==> config.mk <==
export PLATFORM = sky130hd
export DESIGN_NAME = dmx_mover
export DESIGN_NICKNAME = d
export VERILOG_FILES = /design/src/rtl/dmx_pkg.sv /design/src/rtl/dmx_cfg_decode.sv /design/src/rtl/dmx_addr_trk.sv /design/src/rtl/dmx_pack_buf.sv /design/src/rtl/dmx_mover.sv
export SDC_FILE = /design/constraint.sdc
export NUM_CORES = 1
export LEC_CHECK = 0
export ABC_AREA = 1
export BUFFER_PORTS_ARGS = -buffer_cell sky130_fd_sc_hd__buf_2
export CORE_MARGIN = 2
export CORE_UTILIZATION = 30
export CTS_CLUSTER_DIAMETER = 40
export DETAILED_ROUTE_END_ITERATION = 6
export GPL_TIMING_DRIVEN = 0
export PLACE_DENSITY = 0.58
export SKIP_LAST_GASP = 1
export SYNTH_ARGS = -nofsm -noshare
export SYNTH_HDL_FRONTEND = slang
export SYNTH_HIERARCHICAL = 1
export SYNTH_SLANG_ARGS = --single-unit
==> constraint.sdc <==
create_clock -name clk -period 3.34 [get_ports clk]
set_clock_uncertainty 0.05 [all_clocks]
set_input_delay 0.668 -clock clk [delete_from_list [all_inputs] [get_ports clk]]
set_output_delay 0.668 -clock clk [all_outputs]
set_load 0.02 [all_outputs]
==> src/rtl/dmx_pkg.sv <==
package dmx_pkg;

    typedef enum logic [2:0] {
        S_IDLE,
        S_PICK,
        S_READ,
        S_WRITE,
        S_GAP,
        S_DONE
    } mv_state_e;

    typedef struct packed {
        logic [1:0] wcode;
        logic [1:0] bcode;
        logic       io;
        logic [4:0] sel;
    } side_cfg_t;

    localparam int NSIDE    = 2;
    localparam int SIDE_SRC = 0;
    localparam int SIDE_DST = 1;
    localparam int LANES    = 8;

    function automatic logic [3:0] beat_bytes(input logic [1:0] wcode);
        beat_bytes = 4'd1 << wcode;
    endfunction

    function automatic logic [3:0] burst_last(input logic [1:0] bcode);
        unique case (bcode)
            2'd0:    burst_last = 4'd0;
            2'd1:    burst_last = 4'd3;
            2'd2:    burst_last = 4'd7;
            default: burst_last = 4'd15;
        endcase
    endfunction

    function automatic logic [63:0] lane_mask(input logic [3:0] nbytes);
        if (nbytes >= 4'd8)
            lane_mask = '1;
        else
            lane_mask = (64'd1 << {nbytes, 3'b000}) - 64'd1;
    endfunction

endpackage

==> src/rtl/dmx_cfg_decode.sv <==
module dmx_cfg_decode
    import dmx_pkg::*;
(
    input  logic [31:0] cfg_word,
    input  logic [31:0] param_word,
    output side_cfg_t   src_cfg,
    output side_cfg_t   dst_cfg,
    output logic [7:0]  wait_cycles
);

    logic unused_cfg_bits;

    always_comb begin
        dst_cfg.wcode = cfg_word[26:25];
        dst_cfg.bcode = cfg_word[23:22];
        dst_cfg.io    = cfg_word[21];
        dst_cfg.sel   = cfg_word[20:16];
        src_cfg.wcode = cfg_word[10:9];
        src_cfg.bcode = cfg_word[7:6];
        src_cfg.io    = cfg_word[5];
        src_cfg.sel   = cfg_word[4:0];
        wait_cycles   = param_word[7:0];
    end

    assign unused_cfg_bits = ^{cfg_word[31:27], cfg_word[24], cfg_word[15:11],
                               cfg_word[8], param_word[31:8]};

endmodule

==> src/rtl/dmx_addr_trk.sv <==
module dmx_addr_trk #(
    parameter int AW = 32
) (
    input  logic          clk,
    input  logic          rst_n,
    input  logic          load,
    input  logic [AW-1:0] base,
    input  logic          step,
    input  logic          fixed,
    input  logic [3:0]    nbytes,
    output logic [AW-1:0] addr
);

    localparam int PADW = AW - 4;

    always_ff @(posedge clk or negedge rst_n) begin
        if (!rst_n)
            addr <= '0;
        else if (load)
            addr <= base;
        else if (step && !fixed)
            addr <= addr + {{PADW{1'b0}}, nbytes};
    end

endmodule

==> src/rtl/dmx_pack_buf.sv <==
module dmx_pack_buf
    import dmx_pkg::*;
(
    input  logic        clk,
    input  logic        rst_n,
    input  logic        clear,
    input  logic        push,
    input  logic [63:0] push_data,
    input  logic [3:0]  push_bytes,
    input  logic        pop,
    input  logic [3:0]  pop_bytes,
    output logic [3:0]  fill,
    output logic [63:0] head
);

    logic [63:0] stage_q;

    always_ff @(posedge clk or negedge rst_n) begin
        if (!rst_n) begin
            stage_q <= '0;
            fill    <= '0;
        end else if (clear) begin
            stage_q <= '0;
            fill    <= '0;
        end else if (push) begin
            stage_q <= stage_q | ((push_data & lane_mask(push_bytes)) << {fill, 3'b000});
            fill    <= fill + push_bytes;
        end else if (pop) begin
            stage_q <= stage_q >> {pop_bytes, 3'b000};
            fill    <= fill - pop_bytes;
        end
    end

    assign head = stage_q;

endmodule

==> src/rtl/dmx_mover.sv <==
module dmx_mover
    import dmx_pkg::*;
#(
    parameter int AW = 32,
    parameter int CW = 24
) (
    input  logic          clk,
    input  logic          rst_n,
    input  logic          start,
    input  logic          enable,
    input  logic [AW-1:0] src_base,
    input  logic [AW-1:0] dst_base,
    input  logic [CW-1:0] byte_count,
    input  logic [31:0]   cfg_word,
    input  logic [31:0]   param_word,
    input  logic          src_drq,
    input  logic          dst_drq,
    output logic          rd_req,
    output logic [AW-1:0] rd_addr,
    output logic [3:0]    rd_bytes,
    input  logic          rd_ack,
    input  logic [63:0]   rd_data,
    output logic          wr_req,
    output logic [AW-1:0] wr_addr,
    output logic [3:0]    wr_bytes,
    output logic [63:0]   wr_data,
    input  logic          wr_ack,
    output logic [4:0]    src_sel,
    output logic [4:0]    dst_sel,
    output logic [AW-1:0] cur_src,
    output logic [AW-1:0] cur_dst,
    output logic [CW-1:0] bytes_left,
    output logic          busy,
    output logic          done
);

    localparam int CPAD = CW - 4;

    mv_state_e  state, state_nx;
    side_cfg_t  src_cfg_d, dst_cfg_d, src_q, dst_q;
    logic [7:0] wait_d, wait_q, gap_cnt;
    logic [3:0] src_beat, dst_beat, ssz, dsz, fill;
    logic [63:0] head;
    logic       load, rd_done, wr_done, src_wrap, dst_wrap, last_wr;
    logic       src_io_q, dst_io_q;
    logic [CW-1:0] left_after;

    dmx_cfg_decode u_dec (
        .cfg_word    (cfg_word),
        .param_word  (param_word),
        .src_cfg     (src_cfg_d),
        .dst_cfg     (dst_cfg_d),
        .wait_cycles (wait_d)
    );

    assign load     = (state == S_IDLE) && start;
    assign rd_done  = (state == S_READ) && rd_ack;
    assign wr_done  = (state == S_WRITE) && wr_ack;
    assign ssz      = beat_bytes(src_q.wcode);
    assign dsz      = beat_bytes(dst_q.wcode);
    assign src_wrap = (src_beat == burst_last(src_q.bcode));
    assign dst_wrap = (dst_beat == burst_last(dst_q.bcode));
    assign left_after = bytes_left - {{CPAD{1'b0}}, dsz};
    assign last_wr  = (left_after == '0);
    assign src_io_q = src_q.io;
    assign dst_io_q = dst_q.io;

    // one address tracker per side
    logic [AW-1:0] trk_base  [NSIDE];
    logic          trk_step  [NSIDE];
    logic          trk_fixed [NSIDE];
    logic [3:0]    trk_bytes [NSIDE];
    logic [AW-1:0] trk_addr  [NSIDE];

    assign trk_base[SIDE_SRC]  = src_base;
    assign trk_base[SIDE_DST]  = dst_base;
    assign trk_step[SIDE_SRC]  = rd_done;
    assign trk_step[SIDE_DST]  = wr_done;
    assign trk_fixed[SIDE_SRC] = src_q.io;
    assign trk_fixed[SIDE_DST] = dst_q.io;
    assign trk_bytes[SIDE_SRC] = ssz;
    assign trk_bytes[SIDE_DST] = dsz;

    for (genvar g = 0; g < NSIDE; g++) begin : g_side
        dmx_addr_trk #(.AW(AW)) u_trk (
            .clk    (clk),
            .rst_n  (rst_n),
            .load   (load),
            .base   (trk_base[g]),
            .step   (trk_step[g]),
            .fixed  (trk_fixed[g]),
            .nbytes (trk_bytes[g]),
            .addr   (trk_addr[g])
        );
    end

    assign cur_src = trk_addr[SIDE_SRC];
    assign cur_dst = trk_addr[SIDE_DST];

    dmx_pack_buf u_buf (
        .clk        (clk),
        .rst_n      (rst_n),
        .clear      (load),
        .push       (rd_done),
        .push_data  (rd_data),
        .push_bytes (ssz),
        .pop        (wr_done),
        .pop_bytes  (dsz),
        .fill       (fill),
        .head       (head)
    );

    // state register
    always_ff @(posedge clk or negedge rst_n) begin
        if (!rst_n)
            state <= S_IDLE;
        else
            state <= state_nx;
    end

    // next state
    always_comb begin
        state_nx = state;
        unique case (state)
            S_IDLE:  if (start) state_nx = S_PICK;
            S_PICK: begin
                if (bytes_left == '0)
                    state_nx = S_DONE;
                else if (!enable)
                    state_nx = S_IDLE;
                else if (fill >= dsz) begin
                    if (!(dst_q.io && dst_beat == 4'd0 && !dst_drq))
                        state_nx = S_WRITE;
                end else begin
                    if (!(src_q.io && src_beat == 4'd0 && !src_drq))
                        state_nx = S_READ;
                end
            end
            S_READ: begin
                if (rd_ack)
                    state_nx = (src_wrap && wait_q != 8'd0) ? S_GAP : S_PICK;
            end
            S_WRITE: begin
                if (wr_ack) begin
                    if (last_wr)
                        state_nx = S_DONE;
                    else
                        state_nx = (dst_wrap && wait_q != 8'd0) ? S_GAP : S_PICK;
                end
            end
            S_GAP:   if (gap_cnt == 8'd1) state_nx = S_PICK;
            S_DONE:  state_nx = S_IDLE;
            default: state_nx = S_IDLE;
        endcase
    end

    // outputs
    always_comb begin
        rd_req   = (state == S_READ);
        wr_req   = (state == S_WRITE);
        busy     = (state != S_IDLE);
        done     = (state == S_DONE);
        rd_addr  = cur_src;
        wr_addr  = cur_dst;
        rd_bytes = ssz;
        wr_bytes = dsz;
        wr_data  = head & lane_mask(dsz);
        src_sel  = src_q.sel;
        dst_sel  = dst_q.sel;
    end

    // transfer bookkeeping
    always_ff @(posedge clk or negedge rst_n) begin
        if (!rst_n) begin
            src_q      <= '0;
            dst_q      <= '0;
            wait_q     <= '0;
            bytes_left <= '0;
            src_beat   <= '0;
            dst_beat   <= '0;
            gap_cnt    <= '0;
        end else begin
            if (load) begin
                src_q      <= src_cfg_d;
                dst_q      <= dst_cfg_d;
                wait_q     <= wait_d;
                bytes_left <= byte_count;
                src_beat   <= '0;
                dst_beat   <= '0;
            end
            if (rd_done)
                src_beat <= src_wrap ? 4'd0 : src_beat + 4'd1;
            if (wr_done) begin
                dst_beat   <= dst_wrap ? 4'd0 : dst_beat + 4'd1;
                bytes_left <= left_after;
            end
            if (state_nx == S_GAP && state != S_GAP)
                gap_cnt <= wait_q;
            else if (state == S_GAP)
                gap_cnt <= gap_cnt - 8'd1;
        end
    end

endmodule

* Word level (Yosys, flattened, before mapping)
Cells that the tools add are included.
** Word-level totals
- Register bits :: 203
- Latch bits :: 0
- Memory bits (writable) :: 0
- Bits in read-only memories :: 0
- Logic and storage cells :: 123
- Memories kept :: 0
** Operators by class
- Add/sub/neg operators :: 10
- $mul :: 0
- Div/mod/pow operators :: 0
- Magnitude comparators :: 3
- Equal/unequal tests :: 14
- Shift operators :: 6
- Muxes and demuxes :: 38
- Bitwise gates (word level) :: 3
- Reduce and logical (&&, ||, !) cells :: 31
** Operators by type and width (number)
- $mux 64 :: 7
- $and 64x64->64 :: 2
- $mux 32 :: 4
- $shl 1x7->64 const A :: 2
- $sub 64x1->64 const B :: 2
- $add 32x4->32 :: 2
- $or 64x64->64 :: 1
- $shl 64x7->64 :: 1
- $shr 64x7->64 :: 1
- $logic_not 24->1 :: 2
- $mux 24 :: 2
- $mux 3 :: 12
- $mux 4 :: 8
- $pmux 4 s3 :: 2
- $sub 24x4->24 :: 1
- $mux 8 :: 2
- $pmux 3 s5 :: 1
- $logic_and 1x1->1 :: 12
- $reduce_bool 2->1 :: 5
- $eq 3x3->1 const B :: 3
- $add 4x1->4 const B :: 2
- $eq 4x4->1 :: 2
- $eq 8x1->1 const B :: 1
- $ge 4x4->1 const B :: 2
- 16 further kinds :: 26

* Depth between registers and ports, before layout
Gate-level depths: netlist of run 1.
- Word-level depth :: 11
- Gate-level depth with buffers :: 25

* By module
Netlist of run 1, hierarchy kept.
** Modules (own cells, without submodules)
- dmx_pack_buf :: instances 1, cells an instance 1312, area each 7455.9 um^2, seq. area each 1701.6 um^2
- dmx_mover :: instances 1, cells an instance 853, area each 5602.9 um^2, seq. area each 1776.7 um^2
- dmx_addr_trk :: instances 2, cells an instance 387, area each 2479.9 um^2, seq. area each 800.8 um^2
- dmx_cfg_decode :: instances 1, cells an instance 28, area each 210.2 um^2, seq. area each 0.0 um^2

* Worst setup path before layout of run 1
Ideal clock, no wire load.
- Kind :: reg2reg
- Start :: register state[2]
- End :: register u_buf.fill[3]
- Library setup time :: 0.134 ns
- Data arrival time :: 3.070 ns
- Slack :: 0.086 ns
- Cell stages (with the launch flop) :: 15
- Path buffers :: 3
- Cell sequence :: dfrtp_1 -> nor3_1 -> nand2_1 -> inv_1 -> buf_2 -> inv_1 -> clkbuf_1 -> clkbuf_1 -> o21ai_0 -> ha_1 -> nand3_1 -> nand2_1 -> xor2_1 -> xor2_1 -> o22ai_1
** Between the ends
- Word-level cells in the longest chain between the ends :: 4
- Elaborated cells on any way between the ends :: 9
- Those cells by class :: eq/ne: 2; mux: 2; reduce/logical: 5
** Ends and longest elaborated chain
- start: declaration :: line dmx_mover.sv:39 : mv_state_e state, state_nx;
- start signal: assignment :: line dmx_mover.sv:118 : state <= state_nx;
- $eq 3x2->1 (*)
- via rd_req :: line dmx_mover.sv:18 : output logic rd_req,
- $logic_and 1x1->1 (*) :: line dmx_mover.sv:57 : assign rd_done = (state == S_READ) && rd_ack;
- via rd_done :: line dmx_mover.sv:44 : logic load, rd_done, wr_done, src_wrap, dst_wrap, last_wr;
- $mux 4 :: line dmx_pack_buf.sv:25 : end else if (push) begin
- $mux 4 :: line dmx_pack_buf.sv:22 : end else if (clear) begin
- end signal: assignment :: line dmx_pack_buf.sv:27 : fill <= fill + push_bytes;
- end signal: assignment :: line dmx_pack_buf.sv:30 : fill <= fill - pop_bytes;
- end: declaration :: line dmx_pack_buf.sv:12 : output logic [3:0] fill,
The timed path passes the listed nets; every way through them passes the cells marked *.
A chain may end at the register's enable or synchronous reset.

* Final worst setup path of run 1
- Start :: register state[2]
- End :: register u_buf.fill[2]
** Between the ends
- Word-level cells in the longest chain between the ends :: 4
- Elaborated cells on any way between the ends :: 9
- Those cells by class :: eq/ne: 2; mux: 2; reduce/logical: 5
** Ends and longest elaborated chain (line)
- $eq 3x2->1 (*) :: dmx_mover.sv:57
- $logic_and 1x1->1 (*) :: dmx_mover.sv:57
- via rd_done :: dmx_mover.sv:44
- $mux 4 :: dmx_pack_buf.sv:25
- $mux 4 :: dmx_pack_buf.sv:22
Marked as above.

==> results of run 1 <==
==> Yosys cell counts, drive strengths merged <==
cell	count
nor3b	3
nand3	260
nor3	18
nand2	969
nand3b	3
mux2i	16
a31oi	6
a22o	3
clkbuf	76
o21a	7
clkinv	2
a21oi	171
xor2	20
buf	167
o221ai	3
o21ai	223
o22ai	32
o21bai	22
o211ai	37
or2	6
nand4	40
inv	323
fa	4
xnor2	8
ha	27
and2	3
nor4	3
dfrtp	203
nor2	312
==> per-layer routing <==
layer	part of all wire	track usage	vias to the layer above
met3	0.083	0.04946	157
li1	-	-	10420
met5	0.00052	0	-
met1	0.42	0.3438	10180
met2	0.46	0.4212	966
met4	0.033	0.09033	6
==> stage by stage <==
stage                 util  total power [W]  cells
CTS                 0.3846          0.02722   4242
finish              0.3884          0.02775   4259
detailed placement  0.3525          0.02167   4147
global placement    0.3518          0.02166   4146
global route        0.3884          0.02950   4259
floorplan                -          0.01565   2967
==> path summary, 6_finish.rpt <==
path | start | endpoint | slack, ns | depth (start not counted)
max | state[2]$_DFF_PN0_ | u_buf/fill[2]$_DFFE_PN0P_ | 0.16 | 11
min | rst_n | g_side[1].u_trk/addr[7]$_DFFE_PN0P_ | 0.04 | 1
max reg2reg | state[2]$_DFF_PN0_ | u_buf/fill[2]$_DFFE_PN0P_ | 0.16 | 11
min reg2reg | src_sel[2]$_DFFE_PN0P_ | src_sel[2]$_DFFE_PN0P_ | 0.43 | 2
max in group asynchronous | rst_n | bytes_left[8]$_DFFE_PN0P_ | 2.06 | 2
min in group clk | param_word[4] | wait_q[4]$_DFFE_PN0P_ | 0.22 | 3
==> cell usage in the layout (no fill, tap or decap), types with 4 or more instances in the layout <==
master / count
dfrtp_1: 201
nor3_1: 15
nor2_4: 18
buf_1: 16
o21ai_1: 51
xor2_1: 20
clkbuf_8: 7
o21a_1: 7
nand2_1: 934
clkbuf_1: 69
a31oi_1: 6
clkinvlp_4: 10
o21bai_1: 22
clkbuf_4: 4
nor2_2: 22
nor2_1: 271
a21oi_1: 165
inv_2: 25
o21ai_0: 159
inv_1: 294
nand3_1: 252
o211ai_1: 37
o21ai_2: 13
buf_4: 130
ha_1: 25
mux2i_1: 16
nand2_4: 9
or2_2: 4
bufinv_16: 10
clkinv_2: 7
a21oi_2: 5
nand2_2: 26
xnor2_1: 8
clkbuf_16: 48
nand3_2: 7
buf_6: 4
o22ai_1: 32
buf_2: 437
nand4_1: 40
==> layout make-up <==
type | count | area [sq um]
Fill cell | 6677 | 36840
Multi-Input combinational cell | 2197 | 10680
Sequential cell | 203 | 5082
Timing Repair Buffer | 425 | 2256
Buffer | 239 | 1398
Clock buffer | 58 | 1299
Inverter | 325 | 1236
Tap cell | 782 | 978.4
Clock inverter | 30 | 473.0
==> repair_timing <==
action	4_1_cts	5_1_grt
gates resized for setup	33	25
cloned	0	1
endpoints found under the hold margin	0	0
buffers inserted	11	16
pin swaps	4	7
hold buffers	0	0
endpoints found under the setup margin	165	66
==> flip-flops by register name, indices dropped and copies added (netlist names) <==
signal,count
wait_q,8
src_q,4
dst_beat,4
dst_io_q,1
dst_sel,5
src_sel,5
src_beat,4
state,3
bytes_left,24
u_buf/head,64
u_buf/fill,4
gap_cnt,8
dst_q,4
g_side.u_trk/addr,64
src_io_q,1
==> power by group <==
group | switching (W) | internal (W)
Clock | 0.00164 | 0.00354
Combinational | 0.0117 | 0.00549
Sequential | 0.00182 | 0.00355
==> kinds of logic after synthesis <==
group           after synthesis  synth area share
fa+ha+maj                    31           0.02293
mux                          16          0.008786
xor+xnor                     28           0.01345
flops                       203            0.2787
compound gates              504            0.1542
buf+inv                     568            0.1431
simple gates               1617            0.3789
==> flow_metrics.tcl, run 1 <==
set metrics [dict create \
    clk_pin_slew_ns 0.05 \
    cpMostUsedCell "clkbuf_4" \
    ys_ff_latch 203 \
    cp.required_ns 3.74 \
    path_buf_inv 4 \
    ioPinCount 462 \
    path_class "flip-flop to flip-flop" \
    globalRoute.totalOverflow 0 \
    worstPathCellList "nor3_2 > nand2_1 > inv_1 > clkbuf_4 > clkbuf_2 > clkbuf_4 > o21ai_0 > ha_1 > fa_1 > xnor2_1 > o22ai_1" \
    yosys_warnings 6 \
    netlist_area_sq_um 18230 \
    grt_pass1_vias 20230 \
    num_antenna_cells 0 \
    portBuffers 397 \
    clock_latency_ns 0.59 \
    end_kind "flip-flop" \
    whs_ns 0.04060 \
    numCtsBuffers 48 \
    synthDominantCellAreaShare 0.2787 \
    setup_slack_ns 0.1614 \
    synth_nets 3222 \
    vias 21730 \
    root_buffer "clkbuf_16" \
    tightest_slew_ns 0.8741 \
    drv_slew 0 \
    critPathLaunchType "flip-flop" \
    p_per_area_nw_per_um2 1186 \
    drv_cap 0 \
    h-tree-depth 2 \
    clk_path_buf_depth 3 \
    post-route-min-period_ns 3.179 \
    status "complete, no violations" \
    grt_pass1_wl_mm 124.1 \
    hold_class "input pin to async pin" \
    synthToLayoutAreaGrowth_pct 28.38 \
    routed_via_density 5.101 \
    synth_seq_area_share 0.2787 \
    row_count 90 \
    totalWireLength_mm 84.46 \
    ys_types 49 \
    fin_crit_sh 0.9517 \
    die-width_um 250.5 \
    yosys.area.top_type "dfrtp_1" \
    ir_drop_mv 0.6039 \
    synthTopCellsByArea "dfrtp_1 (28%), nand2_1 (19%), nand3_1 (6.9%)" \
    finalWeightedCongestion 1.049 \
    antenna_found_initial 4 \
    grt_use_total 0.2594 \
    drive_gt1_frac 0.2344 \
    cp_max_fo 10 \
    clock-sinks 203 \
    cp_top_family "buffers and inverters" \
    finalSetupTns_ns 0 \
    core_area_sq_um 60250 \
    drt-pass1-iter-count 5 \
    dp_hpwl_mm 66.14 \
    routedWlPerCell_um 19.83 \
    arrival_ns 3.58 \
    slowest_stage "dfrtp_1" \
    cts_tree "done" \
    fin_nets 3694 \
    final_cell_area_sq_um 23400 \
    die_y_um 250.5 \
    netlist_instances 2967 \
    slew_headroom 0.4173 \
    p_leak_nw 11.72 \
    setup_violations 0 \
    hold_viol_final 0 \
    drtAntennaViolNets 0 \
    pre_cts_slack_ns -1.691 \
    placed_cell_area_sq_um 21230 \
    start_util 0.3026 \
    drcViolationCount 0 \
    fmax_ghz 0.3146 \
    die_area_sq_um 62750 \
    slowest_delay_ns 0.45 \
    grt_max_degree 106 \
    syn_area_per_cell_sq_um 6.144 \
    drt-initial-drc-count 1796 \
]
(Power assumes the default switching activity.)
==> run 2: changes to the inputs <==
--- a/config.mk
+++ b/config.mk
@@ -13,6 +13,7 @@
 export DETAILED_ROUTE_END_ITERATION = 6
 export GPL_TIMING_DRIVEN = 0
 export PLACE_DENSITY = 0.58
+export SETUP_SLACK_MARGIN = 0.4
 export SKIP_LAST_GASP = 1
 export SYNTH_ARGS = -nofsm -noshare
 export SYNTH_HDL_FRONTEND = slang
==> run 2 against run 1 <==
Against the previous run: maximum frequency increased by 3.1%; cell count rose by 1.0%; core utilization up 1.5 points; count of clock-buffer cells in the layout unchanged; first-iteration DRC count grew 3.7%; clock power rose by 3%; via count grew 0.62%; global-route usage up 0.34 points; combinational power grew 7%.
==> flow_metrics.tcl, run 2 (same netlist as run 1, synthesis figures left out) <==
set metrics [dict create \
    status "complete, no violations" \
    final_common_cell "nand2_1" \
    hold_viol_final 0 \
    ir_drop_mv 0.5477 \
    vias 21860 \
    r2r_end "gap_cnt[5]$_DFFE_PN0P_" \
    fmax_ghz 0.3244 \
    clock-sinks 203 \
    worstPathCellList "buf_6 > nor2_4 > ha_4 > fa_2 > inv_2 > nand2_4 > nand2_8 > nand2_8 > buf_4 > nand3_2 > nand2_2 > nor2_1 > nand2_1 > nor2_2 > nand2_1 > nor2_2 > nand2_2 > nand2_2 > nand2_2 > nand2_4 > nand4_1 > nand3_1 > nand2_1" \
    rsz0062_at_grt "yes" \
    path_class "flip-flop to flip-flop" \
    dp_hpwl_mm 66.44 \
    portBuffers 397 \
    stdcell_count 4303 \
    pwr-share-seq 0.185 \
    row_count 90 \
    switching_power_w 0.01563 \
    drive_gt1_frac 0.2646 \
    r2r_cells 23 \
    grt_pass1_vias 20730 \
    totalWireLength_mm 85.32 \
    cp_max_fo 5 \
    cts_tree "done" \
    drv_cap 0 \
    finalWeightedCongestion 1.060 \
    drt-initial-drc-count 1863 \
    routed_via_density 5.080 \
    antenna_found_initial 13 \
    fin_util 0.4035 \
    h-tree-depth 2 \
    post-route-min-period_ns 3.082 \
    slowest_delay_ns 0.52 \
    die_y_um 250.5 \
    p_leak_nw 12.11 \
    cp_top_family "simple AND/OR/NAND/NOR gates" \
    cp.required_ns 3.76 \
    use_met2 0.4286 \
    grt_pass1_wl_mm 126.3 \
    path_buf_inv 3 \
    globalRoute.totalOverflow 0 \
    r2r_setup_slack_ns 0.26 \
    clock_latency_ns 0.62 \
    power.total_w 0.02918 \
    cpMostUsedCell "nand2_2" \
    p_comb_frac 0.632 \
    slowest_stage "dfrtp_2" \
    numCtsBuffers 49 \
    die-width_um 250.5 \
    ioPinCount 462 \
    top_usage_layer "met2" \
    clk_path_buf_depth 3 \
    start_util 0.3026 \
    grt_max_degree 106 \
    clk_pin_slew_ns 0.05 \
    fin_crit_sh 0.9229 \
    setup_violations 0 \
    fin_nets 3732 \
    drcViolationCount 0 \
    critPathLaunchType "flip-flop" \
    grt_use_total 0.2628 \
    die_area_sq_um 62750 \
    internal_power_w 0.01355 \
    arrival_ns 3.50 \
    core_area_sq_um 60250 \
    slew_headroom 0.4271 \
    hold_class "input pin to async pin" \
    dp_cells 4147 \
    p_sw_frac 0.5357 \
    grt_util_met1 0.3413 \
    drv_slew 0 \
    r2r-start "dst_q[8]$_DFFE_PN0P_" \
    synthToLayoutAreaGrowth_pct 33.34 \
    p_per_area_nw_per_um2 1200 \
    drt-pass1-iter-count 6 \
    root_buffer "clkbuf_16" \
    mostFrequentLayoutCells "nand2_1 (916), buf_2 (433), inv_1 (291), nor2_1 (261), nand3_1 (245)" \
    drtAntennaViolNets 0 \
    tightest_slew_ns 0.8594 \
    end_kind "flip-flop" \
    grt_use_met3 0.05321 \
    pwr-share-clk 0.183 \
    routedWlPerCell_um 19.83 \
]
[run 2: cell types whose count changed in the layout (fill, tap and decap cells not counted), sizes merged]
cell      change
clkinv        +6
clkinvlp      -6
buf          +38
diode         +3
inv           +4
clkbuf        -1
[run 2: what timing repair did]
| action | 4_1_cts | 5_1_grt |
|---|---|---|
| buffers inserted | 42 | 17 |
| hold buffers | 0 | 0 |
| gates cloned | 1 | 1 |
| pin swaps | 39 | 39 |
| resized for setup | 126 | 82 |
| endpoints found under the setup margin | 205 | 104 |
[run 2: worst max-delay path by stage]
stage | depth (start not counted) | from | endpoint | slack (ns)
after detailed placement | 13 | start | u_buf/head[22]$_DFFE_PN0P_ | -1.27
final | 23 | dst_q[8]$_DFFE_PN0P_ | gap_cnt[5]$_DFFE_PN0P_ | 0.26
after global routing | 24 | dst_q[8]$_DFFE_PN0P_ | gap_cnt[5]$_DFFE_PN0P_ | 0.06
after CTS | 24 | dst_q[9]$_DFFE_PN0P_ | gap_cnt[1]$_DFFE_PN0P_ | 0.26
after global placement | 1 | rst_n | g_side[1].u_trk/addr[26]$_DFFE_PN0P_ | -2.38
after floorplan | 14 | state[2]$_DFF_PN0_ | u_buf/fill[3]$_DFFE_PN0P_ | 0.32
[run 2: per-stage QoR]
step           setup WS (ns)  TNS [ns]  cell area [sq um]  hold WS (ns)
5_1_grt              0.06409         0              24300        0.1522
2_1_floorplan         0.3169         0              18240        0.3224
6_report              0.2575         0              24310        0.1007
3_3_place_gp          -2.379   -578.79              21210        0.4155
4_1_cts               0.2571         0              23860        0.1176
3_5_place_dp          -1.269   -110.06              21240        0.4176
[run 2: layout make-up]
cell class | count | area, sq um
well taps | 782 | 978.4
diodes | 3 | 7.507
fillers | 6526 | 35940
clock buffers | 58 | 1320
flip-flops and latches | 203 | 5087
multi-input cells | 2197 | 11070
inverters | 325 | 1241
plain buffers | 243 | 1546
repair buffers | 458 | 2544
clock inverters | 34 | 509.2
[run 2: power groups by stage]
stage	clock network (W)	registers (W)	logic (W)
after floorplan	0	0.00522	0.0104
after global placement	0	0.00534	0.0161
after detailed placement	0	0.00531	0.0162
after CTS	0.00544	0.00534	0.0174
after global routing	0.00557	0.00553	0.0199
final	0.00535	0.00539	0.0184
[run 2: routing by layer]
layer	part of all wire	vias up
met5	0.0014	-
met4	0.042	18
met3	0.082	198
met1	0.42	10220
li1	-	10500
met2	0.46	929
